$ cat src/rtl/gpio_ovr_pkg.sv
package gpio_ovr_pkg;

  typedef enum logic [1:0] {
    RD_DIR  = 2'd0,
    RD_DATA = 2'd1,
    RD_PIN  = 2'd2,
    RD_NONE = 2'd3
  } rd_sel_e;

  typedef struct packed {
    logic pu_en;
    logic pu_val;
    logic dir_en;
    logic dir_val;
    logic out_en;
    logic out_val;
    logic ie_en;
    logic ie_val;
  } pin_ovr_t;

endpackage

$ cat src/rtl/gpio_pin_resolve.sv
module gpio_pin_resolve
  import gpio_ovr_pkg::*;
(
  input  logic     dir_i,
  input  logic     data_i,
  input  logic     pud_i,
  input  logic     sleep_i,
  input  pin_ovr_t ovr_i,
  input  logic     pad_i,
  output logic     drv_en_o,
  output logic     drv_val_o,
  output logic     pull_en_o,
  output logic     in_en_o,
  output logic     din_o
);

  logic pull_norm;

  // default pull-up: input direction, data bit high, not globally disabled
  assign pull_norm = ({dir_i, data_i, pud_i} == 3'b010);

  always_comb begin
    drv_en_o  = ovr_i.dir_en ? ovr_i.dir_val : dir_i;
    drv_val_o = ovr_i.out_en ? ovr_i.out_val : data_i;
    pull_en_o = ovr_i.pu_en  ? ovr_i.pu_val  : pull_norm;
    in_en_o   = ovr_i.ie_en  ? ovr_i.ie_val  : ~sleep_i;
  end

  // disabled input presents 0 so a floating pad cannot toggle logic
  assign din_o = pad_i & in_en_o;

endmodule

$ cat src/rtl/gpio_port_regs.sv
module gpio_port_regs #(
  parameter int unsigned N = 8
) (
  input  logic         clk_i,
  input  logic         rst_ni,
  input  logic [N-1:0] wdata_i,
  input  logic         wr_dir_i,
  input  logic         wr_port_i,
  input  logic         wr_pin_i,
  input  logic [N-1:0] tgl_i,
  output logic [N-1:0] dir_o,
  output logic [N-1:0] data_o
);

  logic [N-1:0] dir_q, dir_d;
  logic [N-1:0] data_q, data_d, base, flip;

  always_comb begin
    dir_d  = wr_dir_i ? wdata_i : dir_q;
    base   = wr_port_i ? wdata_i : data_q;
    flip   = tgl_i | (wr_pin_i ? wdata_i : '0);
    data_d = base ^ flip;
  end

  always_ff @(posedge clk_i or negedge rst_ni) begin
    if (!rst_ni) begin
      dir_q  <= '0;
      data_q <= '0;
    end else begin
      dir_q  <= dir_d;
      data_q <= data_d;
    end
  end

  assign dir_o  = dir_q;
  assign data_o = data_q;

  p_reset_clear_r1: assert property (@(posedge clk_i)
    $rose(rst_ni) |-> (dir_q == '0) && (data_q == '0));

  p_dir_hold_r2: assert property (@(posedge clk_i) disable iff (!rst_ni)
    !wr_dir_i |=> dir_q == $past(dir_q));

  p_toggle_only_r7: assert property (@(posedge clk_i) disable iff (!rst_ni)
    (!wr_port_i && !wr_pin_i) |=> data_q == ($past(data_q) ^ $past(tgl_i)));

endmodule

$ cat src/rtl/gpio_in_sync.sv
module gpio_in_sync #(
  parameter int unsigned N = 8
) (
  input  logic         clk_i,
  input  logic         rst_ni,
  input  logic [N-1:0] din_i,
  output logic [N-1:0] pin_o
);

  logic [N-1:0] half_q, pin_q;

  // half-cycle capture stage on the falling edge
  always_ff @(negedge clk_i or negedge rst_ni) begin
    if (!rst_ni) half_q <= '0;
    else         half_q <= din_i;
  end

  always_ff @(posedge clk_i or negedge rst_ni) begin
    if (!rst_ni) pin_q <= '0;
    else         pin_q <= half_q;
  end

  assign pin_o = pin_q;

endmodule

$ cat src/rtl/gpio_ovr_port.sv
module gpio_ovr_port
  import gpio_ovr_pkg::*;
#(
  parameter int unsigned N = 8
) (
  input  logic         clk_i,
  input  logic         rst_ni,
  input  logic         sleep_i,
  input  logic         pud_i,
  input  logic [N-1:0] wdata_i,
  input  logic         wr_dir_i,
  input  logic         wr_port_i,
  input  logic         wr_pin_i,
  input  logic [1:0]   rd_sel_i,
  output logic [N-1:0] rdata_o,
  input  logic [N-1:0] pu_ovr_en_i,
  input  logic [N-1:0] pu_ovr_val_i,
  input  logic [N-1:0] dir_ovr_en_i,
  input  logic [N-1:0] dir_ovr_val_i,
  input  logic [N-1:0] out_ovr_en_i,
  input  logic [N-1:0] out_ovr_val_i,
  input  logic [N-1:0] tgl_ovr_en_i,
  input  logic [N-1:0] ie_ovr_en_i,
  input  logic [N-1:0] ie_ovr_val_i,
  input  logic [N-1:0] pad_i,
  output logic [N-1:0] drv_en_o,
  output logic [N-1:0] drv_val_o,
  output logic [N-1:0] pull_en_o,
  output logic [N-1:0] in_en_o,
  output logic [N-1:0] din_o
);

  logic [N-1:0] dir_q, data_q, pin_q;

  gpio_port_regs #(.N(N)) u_regs (
    .clk_i     (clk_i),
    .rst_ni    (rst_ni),
    .wdata_i   (wdata_i),
    .wr_dir_i  (wr_dir_i),
    .wr_port_i (wr_port_i),
    .wr_pin_i  (wr_pin_i),
    .tgl_i     (tgl_ovr_en_i),
    .dir_o     (dir_q),
    .data_o    (data_q)
  );

  for (genvar i = 0; i < N; i++) begin : g_pin
    pin_ovr_t ovr;

    assign ovr = '{pu_en:   pu_ovr_en_i[i],  pu_val:  pu_ovr_val_i[i],
                   dir_en:  dir_ovr_en_i[i], dir_val: dir_ovr_val_i[i],
                   out_en:  out_ovr_en_i[i], out_val: out_ovr_val_i[i],
                   ie_en:   ie_ovr_en_i[i],  ie_val:  ie_ovr_val_i[i]};

    gpio_pin_resolve u_res (
      .dir_i     (dir_q[i]),
      .data_i    (data_q[i]),
      .pud_i     (pud_i),
      .sleep_i   (sleep_i),
      .ovr_i     (ovr),
      .pad_i     (pad_i[i]),
      .drv_en_o  (drv_en_o[i]),
      .drv_val_o (drv_val_o[i]),
      .pull_en_o (pull_en_o[i]),
      .in_en_o   (in_en_o[i]),
      .din_o     (din_o[i])
    );

    p_drv_reg_r3: assert property (@(posedge clk_i) disable iff (!rst_ni)
      !dir_ovr_en_i[i] |-> drv_en_o[i] == dir_q[i]);

    p_pull_off_r5: assert property (@(posedge clk_i) disable iff (!rst_ni)
      (!pu_ovr_en_i[i] && (dir_q[i] || !data_q[i] || pud_i)) |-> !pull_en_o[i]);

    p_pull_ovr_r6: assert property (@(posedge clk_i) disable iff (!rst_ni)
      pu_ovr_en_i[i] |-> pull_en_o[i] == pu_ovr_val_i[i]);

    p_sleep_gate_r8: assert property (@(posedge clk_i) disable iff (!rst_ni)
      (!ie_ovr_en_i[i] && sleep_i) |-> (!in_en_o[i] && !din_o[i]));
  end

  gpio_in_sync #(.N(N)) u_sync (
    .clk_i  (clk_i),
    .rst_ni (rst_ni),
    .din_i  (din_o),
    .pin_o  (pin_q)
  );

  always_comb begin
    unique case (rd_sel_e'(rd_sel_i))
      RD_DIR:  rdata_o = dir_q;
      RD_DATA: rdata_o = data_q;
      RD_PIN:  rdata_o = pin_q;
      default: rdata_o = '0;
    endcase
  end

endmodule

$ cat config.mk
export PLATFORM = sky130hd
export DESIGN_NAME = gpio_ovr_port
export DESIGN_NICKNAME = d
export VERILOG_FILES = /design/src/rtl/gpio_ovr_pkg.sv /design/src/rtl/gpio_pin_resolve.sv /design/src/rtl/gpio_port_regs.sv /design/src/rtl/gpio_in_sync.sv /design/src/rtl/gpio_ovr_port.sv
export SDC_FILE = /design/constraint.sdc
export NUM_CORES = 1
export LEC_CHECK = 0
export ABC_AREA = 0
export BUFFER_PORTS_ARGS = -buffer_cell sky130_fd_sc_hd__buf_2
export CAP_MARGIN = 25
export CORE_ASPECT_RATIO = 0.7
export CORE_MARGIN = 4
export CORE_UTILIZATION = 42
export DETAILED_ROUTE_END_ITERATION = 6
export PLACE_DENSITY = 0.86
export SYNTH_ARGS = -nofsm -noshare
export SYNTH_HDL_FRONTEND = slang
export SYNTH_SLANG_ARGS = --single-unit
$ cat constraint.sdc
create_clock -name clk_i -period 1.2 [get_ports clk_i]
set_input_delay 0.3 -clock clk_i [delete_from_list [all_inputs] [get_ports clk_i]]
set_output_delay 0.3 -clock clk_i [all_outputs]
set_load 0.005 [all_outputs]
# Word-level counts from Yosys, hierarchy flattened
# Index checks and enable logic that the tools add are counted.
[totals]
input_bits = 97
wordCells = 61
out_inout_bits = 48
reg_bits = 32
[op_classes]
reduce_logical = 1
eq_ne = 10
mux = 35
bitwise_logic = 11
[op_table]
columns = ["op", "count"]
rows = [
  ["1-bit 2-to-1 mux", 32],
  ["3-bit by 2-bit equality test with 1-bit output, second input constant", 8],
  ["8-bit case mux with 3 select lines", 1],
  ["8-bit 2-to-1 mux", 2],
  ["1-bit AND", 8],
  ["8-bit bitwise OR", 1],
  ["8-bit XOR", 1],
  ["2-bit by 1-bit equality test with 1-bit output, second input constant", 1],
  ["2-bit equality test, second input constant", 1],
  ["2-bit logical NOT", 1],
  ["1-bit inverter", 1],
]

# Depth between registers and ports, before layout
[depth]
ltp_word = 3
depth_mapped = 5
mapped_depth_nobuf = 3

# Hierarchy
# Synthesis repeated with hierarchy kept, for this count alone.
[hier_totals]
cells_unflattened = 189
area_unflattened_um2 = 1954.4
[by_module_without_submodules]
columns = ["mod", "area_per_inst_um2", "instances", "seq_area_each_um2", "cells_each"]
rows = [
  ["gpio_port_regs", 835.8, 1, 400.4, 73],
  ["gpio_pin_resolve", 65.1, 8, 0.0, 10],
  ["gpio_in_sync", 400.4, 1, 400.4, 16],
  ["gpio_ovr_port", 197.7, 1, 0.0, 20],
]

==> flow_summary.yaml <==
global_routing:
  grt_antenna_before_repair: 0
  grt_overflow_total: 0
  grt_use_total: 0.187
  grtUsageMet2: 0.344
  grt_use_met3: 0.0679
  grt_pass1_wl_mm: 9.01
  grt_pass1_vias: 2008
  grt_use_met1: 0.209
  grt_max_degree: 20
  top_usage_layer: "met2"
critical_path:
  critPathCaptureType: "output port"
  r2r-end: "u_regs.data_o[1]$_DFF_PN0_"
  crit_path_start_kind: "register"
  critical-path-max-stage-delay_ns: 0.42
  crit_family: "flip-flops"
  reg2reg_depth: 4
  path_class: "register to output port"
  startpoint: "u_regs.dir_o[0]$_DFFE_PN0P_"
  slowest_stage: "dfrtp_1"
  r2r_setup_slack_ns: 0.11
  crit_chain: "mux2i_2, o21ai_1, buf_2"
  cp_data_required_time_ns: 0.90
  critPathBufInv: 1
  arrival_ns: 1.17
  rr_startpoint: "u_regs.data_o[1]$_DFF_PN0_"
  crit_fanout: 4
finish:
  final_core_util: 0.635
  num-fill-cells: 415
  n_antenna_cell: 0
  drive_gt1_frac: 0.633
  final_nets: 450
  finalNonFillerCells: 423
  syn_to_final_growth_pct: 43.8
  most-common-layout-cells: "buf_2 (135), nand2_1 (24), dfrtp_1 (24), o21ai_1 (18), buf_4 (17)"
  final_common_cell: "buf_2"
placement:
  place_hpwl_mm: 4.85
  place_inst: 406
  place_ws_ns: -0.360
  io_buffers: 144
  gp_congestion: 0.765
pwr:
  ir_worst_vdd_uv: 551
  p_leak_uw: 0.00161
  p_per_area_nw_per_um2: 1010
synthesis:
  synth_top_cell_by_area: "dfrtp_1"
  synthTopCellsByArea: "dfrtp_1 (28%), buf_4 (14%), mux2_2 (13%)"
  ys_types: 23
  syn-num-nets: 327
  netlist_instances: 230
  syn_area_um2: 2140
  ys.warnings.count: 0
  synth-seq-cells: 32
  yosysSeqAreaShare: 0.375
  avgSynthCellArea_um2: 9.29
  synth_top_cell_area_share: 0.281
clocking:
  numCtsBuffers: 5
  numClockSinks: 32
  cts_tree: "built"
  cts-hold-fix-buffers: 0
  cts_root_buffer: "clkbuf_8"
  h-tree-depth: 2
  clk_pin_slew_ns: 0.07
  clockBufferDepth: 2
  insertion_delay_ns: 0.28
status:
  status: "finished with violations"
  violations: "negative setup slack"
timing:
  finClkSkew_ns: 0.0106
  slew-limit-headroom: 0.794
  fmax_mhz: 681
  post-route-min-period_ns: 1.47
  fin_ws_ns: -0.268
  min_period_over_period: 1.22
  maxSlewViolCount: 0
  hold_violations: 0
  tightestPinTransition_ns: 0.308
  rsz0062_at_grt: "yes"
  setup_viol: 32
detailed_routing:
  postRouteAntennaNets: 0
  drt_iter0_drc: 46
  post_drt_wl_per_cell_um: 14.8
  drc_errors: 0
  dr.pass1.iters: 4
  vias: 2017
  vias_per_cell: 4.77
  finalWirelength_mm: 6.27
floorplanning:
  die_w_um: 93.2
  design.die.area_um2: 6310
  std_cell_rows: 21
  core_area_um2: 4830
  io_pins: 145
  start_util: 0.442
  die_y_um: 67.7
worst_hold_path:
  hold_class: "input pin to asynchronous set/reset pin"
job:
  cap_violations: 0
==> logic make-up after synthesis <==
group                     Yosys count  share of synthesized area
AOI/OAI and AO/OA                  48                      0.127
DFF                                32                      0.375
and+or+nand+nor                    65                      0.149
buffers and inverters              46                      0.156
xor gates and xnor gates            7                     0.0287
muxes                              32                      0.164
==> cell type report <==
| cell class | count | area [um2] | area share |
|---|---|---|---|
| Sequential cell | 32 | 801 | 0.261 |
| Timing Repair Buffer | 162 | 925 | 0.301 |
| Multi-Input combinational cell | 152 | 1170 | 0.381 |
| Tap cell | 69 | 86.3 | 0.0281 |
| Clock buffer | 8 | 90.1 | 0.0293 |
==> cell usage after synthesis <==
cell type / instances
a21oi_1: 4
clkbuf_1: 2
mux2_2: 24
nor3b_1: 7
nor2b_1: 5
nor2b_2: 1
and2b_1: 3
a21o_2: 1
mux2i_1: 8
o21ai_1: 3
a21oi_2: 3
nand2_1: 32
and2_1: 8
buf_4: 40
buf_6: 1
dfrtn_1: 8
a221o_1: 1
o21ai_0: 35
nor2_1: 9
a2111oi_2: 1
dfrtp_1: 24
buf_2: 3
xor2_1: 7
==> worst register-to-register path: cells and delay by family (launching register included) <==
family	cells	cell delay, ns
flip-flops	1	0.40
AO/OA/AOI/OAI	1	0.18
buffers and inverters	2	0.28
XOR/XNOR	1	0.15
==> layer usage <==
layer | wire, um | part of all wire
met5 | 0 | 0
met4 | 46 | 0.0073
met3 | 594 | 0.095
met2 | 3130 | 0.50
met1 | 2500 | 0.40
==> how the worst max path moves through the flow <==
stage / to / slack [ns] / cells past startpoint
floorplan: u_sync.half_q[0]$_DFF_NN0_ / -0.08 / 3
global placement: u_sync.half_q[2]$_DFF_NN0_ / -0.32 / 3
detailed placement: u_sync.half_q[4]$_DFF_NN0_ / -0.36 / 3
CTS: rdata_o[0] / -0.26 / 3
global route: rdata_o[0] / -0.32 / 3
finish: rdata_o[0] / -0.27 / 3
==> repair_timing <==
item | in CTS | in global routing
pin swaps | 9 | 6
gates resized for setup | 21 | 25
cloned | 0 | 0
buffers inserted | 6 | 3
endpoints found under the setup margin | 48 | 39
==> where the power goes <==
part	switching, uW	internal (uW)
Sequential	85.9	1180
Clock	376	467
Combinational	420	570
Total	882	2220
==> registers in the layout, indices dropped and copies added, names as in the netlist <==
| name | count |
|---|---|
| u_regs.dir_o | 8 |
| u_sync.half_q | 8 |
| u_sync.pin_o | 8 |
| u_regs.data_o | 8 |
==> metrics by stage <==
step	total power [uW]	cell area [um2]	TNS, ns	hold slack (ns)
after floorplan	1780	2230	-0.634	0.00441
after global placement	2070	2780	-4.72	0.445
after detailed placement	2100	2780	-5.40	0.449
after CTS	3030	2930	-6.45	0.146
after global routing	3280	3070	-7.96	0.176
final	3100	3070	-6.23	0.130
No activity file was read; power rests on OpenSTA's default activity.
